## src/rtl/cqd_pkg.sv

```systemverilog
package cqd_pkg;
    parameter int NUM_Q  = 6;
    parameter int DEPTH  = 4;
    parameter int WORD_W = 32;
    parameter int TGT_W  = 2;
    localparam int QW = $clog2(NUM_Q);
    localparam int CW = $clog2(DEPTH + 1);
endpackage

```

## src/rtl/cqd_fifo.sv

```systemverilog
module cqd_fifo #(
    parameter int DEPTH  = 4,
    parameter int WORD_W = 32,
    localparam int CW = $clog2(DEPTH + 1),
    localparam int PW = $clog2(DEPTH)
) (
    input  logic              clk,
    input  logic              rst_n,
    input  logic              flush,
    input  logic              push,
    input  logic              pop,
    input  logic [WORD_W-1:0] wdata,
    input  logic [CW-1:0]     watermark,
    output logic [WORD_W-1:0] rdata,
    output logic [CW-1:0]     count,
    output logic              fill_req,
    output logic              overflow
);
    typedef struct packed {
        logic [DEPTH-1:0][WORD_W-1:0] mem;
        logic [PW-1:0]                wr;
        logic [PW-1:0]                rd;
        logic [CW-1:0]                cnt;
        logic                         flushed;
        logic                         ovf;
    } fifo_st_t;

    fifo_st_t s_d, s_q;
    logic     full, take, give;

    always_comb begin
        s_d         = s_q;
        s_d.flushed = 1'b0;
        full        = (s_q.cnt == CW'(DEPTH));
        take        = push && !full && !flush;
        give        = pop && (s_q.cnt != '0) && !flush;
        if (flush) begin
            s_d.cnt     = '0;
            s_d.wr      = '0;
            s_d.rd      = '0;
            s_d.flushed = 1'b1;
        end else begin
            if (push && full)
                s_d.ovf = 1'b1;
            if (take) begin
                s_d.mem[s_q.wr] = wdata;
                s_d.wr = (s_q.wr == PW'(DEPTH - 1)) ? '0 : s_q.wr + 1'b1;
            end
            if (give)
                s_d.rd = (s_q.rd == PW'(DEPTH - 1)) ? '0 : s_q.rd + 1'b1;
            s_d.cnt = s_q.cnt + CW'(take) - CW'(give);
        end
    end

    always_ff @(posedge clk) begin
        if (!rst_n) s_q <= '0;
        else        s_q <= s_d;
    end

    assign rdata    = s_q.mem[s_q.rd];
    assign count    = s_q.cnt;
    assign overflow = s_q.ovf;
    assign fill_req = !s_q.flushed && !full && ((CW'(DEPTH) - s_q.cnt) >= watermark);
endmodule

```

## src/rtl/cqd_arbiter.sv

```systemverilog
module cqd_arbiter #(
    parameter int NUM_Q = 6,
    localparam int QW = $clog2(NUM_Q)
) (
    input  logic [NUM_Q-1:0] avail,
    input  logic             imm_en,
    input  logic [QW-1:0]    imm_sel,
    output logic [NUM_Q-1:0] grant,
    output logic [QW-1:0]    idx,
    output logic             any
);
    logic imm_hit;

    always_comb begin
        grant   = '0;
        idx     = '0;
        any     = 1'b0;
        imm_hit = 1'b0;
        for (int i = 0; i < NUM_Q; i++) begin
            if (imm_en && imm_sel == QW'(i) && avail[i]) begin
                imm_hit  = 1'b1;
                grant[i] = 1'b1;
                idx      = QW'(i);
                any      = 1'b1;
            end
        end
        if (!imm_hit) begin
            for (int i = NUM_Q - 1; i >= 0; i--) begin
                if (avail[i]) begin
                    grant    = '0;
                    grant[i] = 1'b1;
                    idx      = QW'(i);
                    any      = 1'b1;
                end
            end
        end
    end
endmodule

```

## src/rtl/cqd_dispatch.sv

```systemverilog
module cqd_dispatch
    import cqd_pkg::*;
#(
    parameter int NUM_Q  = cqd_pkg::NUM_Q,
    parameter int DEPTH  = cqd_pkg::DEPTH,
    parameter int WORD_W = cqd_pkg::WORD_W,
    parameter int TGT_W  = cqd_pkg::TGT_W,
    localparam int QW = $clog2(NUM_Q),
    localparam int CW = $clog2(DEPTH + 1)
) (
    input  logic              clk,
    input  logic              rst_n,
    input  logic              push_en,
    input  logic [QW-1:0]     push_sel,
    input  logic [WORD_W-1:0] push_data,
    input  logic              abort_en,
    input  logic [QW-1:0]     abort_sel,
    input  logic [CW-1:0]     cfg_watermark,
    input  logic              cfg_imm_en,
    input  logic [QW-1:0]     cfg_imm_sel,
    input  logic              cfg_stream0,
    output logic              cmd_valid,
    input  logic              cmd_ready,
    output logic [WORD_W-1:0] cmd_data,
    output logic [TGT_W-1:0]  cmd_tgt,
    output logic [QW-1:0]     cmd_src,
    output logic [NUM_Q-1:0]  fill_req,
    output logic [NUM_Q-1:0]  overflow
);
    logic [NUM_Q-1:0][CW-1:0] q_cnt;
    logic [WORD_W-1:0]        q_head [NUM_Q];
    logic [NUM_Q-1:0]         avail, grant, q_push, q_flush;

    for (genvar i = 0; i < NUM_Q; i++) begin : g_q
        assign q_push[i]  = push_en && (push_sel == QW'(i));
        assign q_flush[i] = abort_en && (abort_sel == QW'(i));
        if (i == 0) begin : g_stream
            assign avail[i] = (q_cnt[i] != '0) && !q_flush[i] && !(cfg_stream0 && q_push[i]);
        end else begin : g_plain
            assign avail[i] = (q_cnt[i] != '0) && !q_flush[i];
        end

        cqd_fifo #(.DEPTH(DEPTH), .WORD_W(WORD_W)) u_fifo (
            .clk       (clk),
            .rst_n     (rst_n),
            .flush     (q_flush[i]),
            .push      (q_push[i]),
            .pop       (grant[i] && cmd_ready),
            .wdata     (push_data),
            .watermark (cfg_watermark),
            .rdata     (q_head[i]),
            .count     (q_cnt[i]),
            .fill_req  (fill_req[i]),
            .overflow  (overflow[i])
        );
    end

    cqd_arbiter #(.NUM_Q(NUM_Q)) u_arb (
        .avail   (avail),
        .imm_en  (cfg_imm_en),
        .imm_sel (cfg_imm_sel),
        .grant   (grant),
        .idx     (cmd_src),
        .any     (cmd_valid)
    );

    always_comb begin
        cmd_data = '0;
        for (int i = 0; i < NUM_Q; i++)
            if (grant[i]) cmd_data = q_head[i];
    end

    assign cmd_tgt = cmd_data[WORD_W-1 -: TGT_W];
endmodule

```

## config.mk

```make
export PLATFORM = sky130hd
export DESIGN_NAME = cqd_dispatch
export DESIGN_NICKNAME = d
export VERILOG_FILES = /design/src/rtl/cqd_pkg.sv /design/src/rtl/cqd_fifo.sv /design/src/rtl/cqd_arbiter.sv /design/src/rtl/cqd_dispatch.sv
export SDC_FILE = /design/constraint.sdc
export NUM_CORES = 2
export LEC_CHECK = 0
export ABC_AREA = 1
export BUFFER_PORTS_ARGS = -buffer_cell sky130_fd_sc_hd__buf_2
export CAP_MARGIN = 20
export CORE_ASPECT_RATIO = 0.6
export CORE_UTILIZATION = 60
export DETAILED_ROUTE_END_ITERATION = 6
export HOLD_SLACK_MARGIN = 0.08
export PLACE_DENSITY = 0.77
export RECOVER_POWER = 25
export REMOVE_ABC_BUFFERS = 1
export SETUP_SLACK_MARGIN = 0.4
export SYNTH_ARGS = -nofsm -noshare
export SYNTH_HDL_FRONTEND = slang
export SYNTH_SLANG_ARGS = --single-unit
```

## constraint.sdc

```tcl
create_clock -name clk -period 5.6 [get_ports clk]
set_clock_uncertainty 0.05 [all_clocks]
set_input_delay 1.12 -clock clk [delete_from_list [all_inputs] [get_ports clk]]
set_output_delay 1.12 -clock clk [all_outputs]
set_load 0.05 [all_outputs]
```

# == Yosys cells after proc, flatten, opt, wreduce, memory -nomap -nowiden ==
# Cells that the tools add are included.
# word_totals
inputBits,51
word_cells,371
output_inout_bits,50
regBits,822
ramBits,0
latch_bits,0
mem_bits_ro,0
memories,0
# classes
bitwise,7
div_mod_pow,0
magnitude_cmp,24
shift,0
n_eq_ne,33
muxes,91
mul,0
addsub,30
reduce_logical,132
# op_table
operator,count
$bwmux 128,6
$mux 32,18
$bmux 32 s2,6
$demux 32 s2,6
$logic_and 1x1->1,86
$mux 6,7
$eq 3x3->1 const B,12
$lt 2x3->1 const B,12
$mux 2,14
$mux 3,9
$mux 1,25
$add 2x1->2 const B,12
$eq 2x2->1 const B,12
$reduce_and 2->1,12
$logic_not 1->1,19
$add 3x1->3,6
$eq 3x2->1 const B,6
$ge 3x3->1,6
$reduce_bool 3->1,6
$sub 3x1->3,6
$sub 3x3->3 const A,6
$ge 2x1->1 const B,6
$reduce_or 2->1,6
$eq 3x1->1 const B,3
2 further kinds,10

# == Logic depth before layout (Yosys ltp) ==
# logic_depth
ltp_word,20
ltp_mapped,18
ltp_nobuf,18

# == Cells and area by module ==
# From an unflattened synthesis, not the netlist that was laid out.
# unflattened
cells_unflattened,6648
area_unflattened_um2,44132.3
# modules_own_cells
module,area_each_um2,n_inst,cells_each,seq_area_each_um2
cqd_fifo at g_q[0].u_fifo ...,6885.4,2,1011,2742.6
cqd_fifo at g_q[2].u_fifo ...,6877.8,2,1011,2742.6
cqd_fifo at g_q[4].u_fifo,6876.6,1,1011,2742.6
cqd_fifo at g_q[5].u_fifo,6874.1,1,1015,2742.6
cqd_dispatch,2532.4,1,513,0.0
cqd_arbiter,322.8,1,65,0.0

# == Worst setup path before layout ==
# OpenSTA, ideal clock, no wires.
# synth_path
path_kind,input-to-output
startpoint,input port abort_en
endpoint,output port cmd_tgt[0]
required_time_ps,4430
t_arrival_ps,3161
n_path_buf,2
cell_stages,12
slack_ps,1269
cell_sequence,nand2_1 clkinv_1 nand2_2 nand3_2 nand2_2 nor2_4 nand3_2 clkbuf_1 a21oi_1 nor2_1 nand4_1 buf_4
# synth_between
elab_chain_len,19
elab_cells_between_ends,49
cone_classes,mux (24); reduce/logical (25)
# synth_rtl
element,line_no,rtl
"start, declared",cqd_dispatch.sv:16,"input logic abort_en,"
$logic_and 1x1->1,cqd_dispatch.sv:36,assign q_flush[i] = abort_en && (abort_sel == QW'(i));
$logic_not 1->1,cqd_dispatch.sv:38,assign avail[i] = (q_cnt[i] != '0) && !q_flush[i] && !(cfg_stream0 && q_push[i]);
$logic_and 1x1->1 (2 in a row),cqd_dispatch.sv:38,
$logic_and 1x1->1,cqd_arbiter.sv:20,if (imm_en && imm_sel == QW'(i) && avail[i]) begin
$mux 1,cqd_arbiter.sv:20,
$mux 6 (6 in a row),cqd_arbiter.sv:29,if (avail[i]) begin
$mux 6 (*),cqd_arbiter.sv:27,if (!imm_hit) begin
$mux 32 (5 in a row),cqd_dispatch.sv:70,if (grant[i]) cmd_data = q_head[i];
$mux 32 (*),cqd_dispatch.sv:70,
"end, declared",cqd_dispatch.sv:25,"output logic [TGT_W-1:0] cmd_tgt,"
# Every way passes the cells marked *; elsewhere a longest branch is shown, timed or not.

==> impl_metrics.py <==
metrics = {
    "yosys": {
        "synth_ff_type": "dfxtp_1",
        "async_reset_ff_frac": 0,
        "ys_ff_latch": 822,
        "yosys.area.top_type": "dfxtp_1",
        "synth.distinct_cells": 38,
        "synthCells": 5373,
        "ys_seq_area_frac": 0.4398,
        "synth_area_per_cell_um2": 6.964,
        "ys.warnings.count": 0,
        "synth_common_cells": "nor2_1, o21ai_0, dfxtp_1",
        "synth_area_leaders": "dfxtp_1, nor2_1, o21ai_0",
        "synth_area_um2": 37420,
        "synth_edf_count": 0,
        "synth_top_area_frac": 0.4398,
        "yosysMostFrequentCell": "nor2_1",
    },
    "global_routing": {
        "grt_pass1_vias": 32720,
        "grt_usage": 0.3834,
        "grt_max_degree": 261,
        "gr-total-overflow": 0,
        "antenna_found_initial": 0,
        "grt_pass1_wl_mm": 191.5,
    },
    "sta": {
        "rsz0062_at_grt": "false",
        "period_share": 0.8401,
        "finalMaxSlewViolations": 292,
        "hold_violations": 0,
        "worst_slew_pin_slew_ns": 2.639,
        "finalCriticalPeriod_ns": 4.705,
        "worst_slack_ns": 0.8952,
        "relSlewSlack": -0.7596,
        "setup_viol": 0,
        "max_freq_mhz": 212.5,
    },
    "setup_path": {
        "path_class": "input pin to flip-flop",
        "critPathCaptureType": "flip-flop",
        "start_kind": "input pin",
        "slowest_stage": "clkbuf_2",
        "crit_fanout": 160,
        "path_cells": "clkbuf_2 > clkbuf_4 > o21ai_0 > nor2_1",
        "path_delay_family": "buffers and inverters",
        "arrival_ns": 5.21,
        "r2r_slack_ns": 1.92,
        "critPathBufInv": 2,
        "max_stage_delay_ns": 1.78,
        "worstPathRequired_ns": 6.11,
    },
    "final_layout": {
        "multiInputGateArea_um2": 17850,
        "design_area_um2": 40100,
        "final_net_count": 5277,
        "final-seq-area_um2": 16470,
        "syn_to_final_growth_pct": 7.166,
        "antenna_cells": 0,
        "drive_gt1_frac": 0.06605,
        "fill_cells": 5461,
    },
    "route": {
        "drtAntennaViolNets": 0,
        "routed.top_layer": "met4",
        "num_vias": 36360,
        "wl_met1_mm": 52.14,
        "vias_per_cell": 6.039,
        "avgRoutedWirePerCell_um": 20.76,
        "wl_met2_mm": 49.94,
        "drt-total-wl_mm": 125.0,
        "first_iter_violations": 4779,
        "routed-wl-met3_mm": 16.04,
        "firstDrtPassIters": 6,
        "drc": 0,
    },
    "floorplanning": {
        "die_y_um": 195.4,
        "die-area_um2": 63390,
        "start_util": 0.6103,
        "core_area_um2": 61310,
        "die_w_um": 324.4,
        "rows": 70,
        "io_pins": 101,
    },
    "power_and_ir_drop": {
        "pwr-share-seq": 0.366,
        "p_switching_uw": 6510,
        "clockPowerShare": 0.314,
        "p_total_uw": 16810,
        "combPwrFrac": 0.320,
        "swShare": 0.3872,
        "p_int_uw": 10300,
        "cellPowerDensity_nw_per_um2": 419.3,
        "ir_drop_uv": 581.9,
        "leakagePower_uw": 0.01555,
    },
    "place": {
        "portBuffers": 100,
        "dp_slack_ns": 1.046,
        "place_area_um2": 37630,
        "dpl.hpwl_mm": 73.61,
        "gp_congestion": 0.9200,
    },
    "cts": {
        "cts.sinks": 822,
        "ctsLongestPathBuffers": 3,
        "cts_buffers": 75,
        "htreeDepth": 3,
        "ctsRootBufferMaster": "clkbuf_16",
        "post_cts_buffers": 0,
        "cts_tree": "yes",
        "cts_resized": 0,
        "path_clk_slew_ns": 0.07,
        "cts_hold_buf": 0,
        "insertion_delay_ns": 0.63,
    },
    "outcome": {
        "status": "finished with violations",
        "violations": "max-capacitance violations, max-slew violations",
    },
    "worst_hold_path": {
        "min_path_type": "flip-flop to flip-flop",
    },
    "run": {
        "drv_cap": 2,
    },
}
[routing by layer]
layer  vias to the layer above  track usage
met5                         -            0
met1                     16620       0.5363
met3                       369      0.08858
met2                      2208       0.5476
li1                      17160            -
met4                         0       0.2026
[power by group through the flow]
stage	Sequential [µW]	Clock, µW	Combinational (µW)
2_1_floorplan	6410	0	3110
3_3_place_gp	6280	0	5140
3_5_place_dp	6290	0	5180
4_1_cts	6160	5270	5210
5_1_grt	6180	5520	5670
6_report	6160	5270	5380
[path summary, 6_finish.rpt]
kind,from,to,depth (start not counted)
worst max-delay path,rst_n,g_q[4].u_fifo.s_q[62],4
worst min-delay path,g_q[2].u_fifo.s_q[108],g_q[2].u_fifo.s_q[108],2
worst max register to register,g_q[3].u_fifo.count[1],g_q[1].u_fifo.count[2],19
worst min register to register,g_q[2].u_fifo.s_q[108],g_q[2].u_fifo.s_q[108],2
[cells in the final DEF, fill, tap and decap left out, types with 68 or more instances in the layout]
master / instances
inv_1: 296
ha_1: 78
nand2_1: 549
buf_4: 68
o21ai_0: 851
nand3_1: 240
clkbuf_16: 79
dfxtp_1: 813
nor2_1: 1205
a21oi_1: 599
buf_2: 92
[per-stage QoR]
step | utilization | hold slack (ns) | cells | setup TNS [ns]
2_1_floorplan | - | 0.3786 | 4890 | -62.02
3_3_place_gp | 0.6138 | 0.3883 | 5891 | 0
3_5_place_dp | 0.6138 | 0.3934 | 5891 | 0
4_1_cts | 0.6537 | 0.4031 | 6019 | 0
5_1_grt | 0.6540 | 0.4217 | 6021 | 0
6_report | 0.6540 | 0.4030 | 6021 | 0
[layout make-up]
class	count	area share
clock buffers	108	0.05501
clock inverters	20	0.005898
inverters	310	0.02921
multi-input cells	3758	0.4451
flip-flops and latches	822	0.4107
well taps	828	0.02584
repair buffers	175	0.02818
[kinds of logic (layout without fill, tap and decap cells)]
family	after synthesis	after routing	share of synthesized area
AND/OR/NAND/NOR	2071	2071	0.2213
AO/OA/AOI/OAI	1593	1593	0.2231
flip-flops	822	822	0.4398
buffers and inverters	793	613	0.08417
adder cells (fa/ha/maj)	84	84	0.02929
XOR/XNOR	10	10	0.002341
[flip-flops by register name, indices dropped and copies added (netlist names)]
name / cells
g_q.u_fifo.overflow: 6
g_q.u_fifo.s_q: 798
g_q.u_fifo.count: 18
[tightest hold or removal path, stage by stage, from the launching register on]
cell     delay [ns]
dfxtp_1        0.30
inv_1          0.06
a21oi_1        0.05
Note: power is estimated with default switching activity, not from simulation.
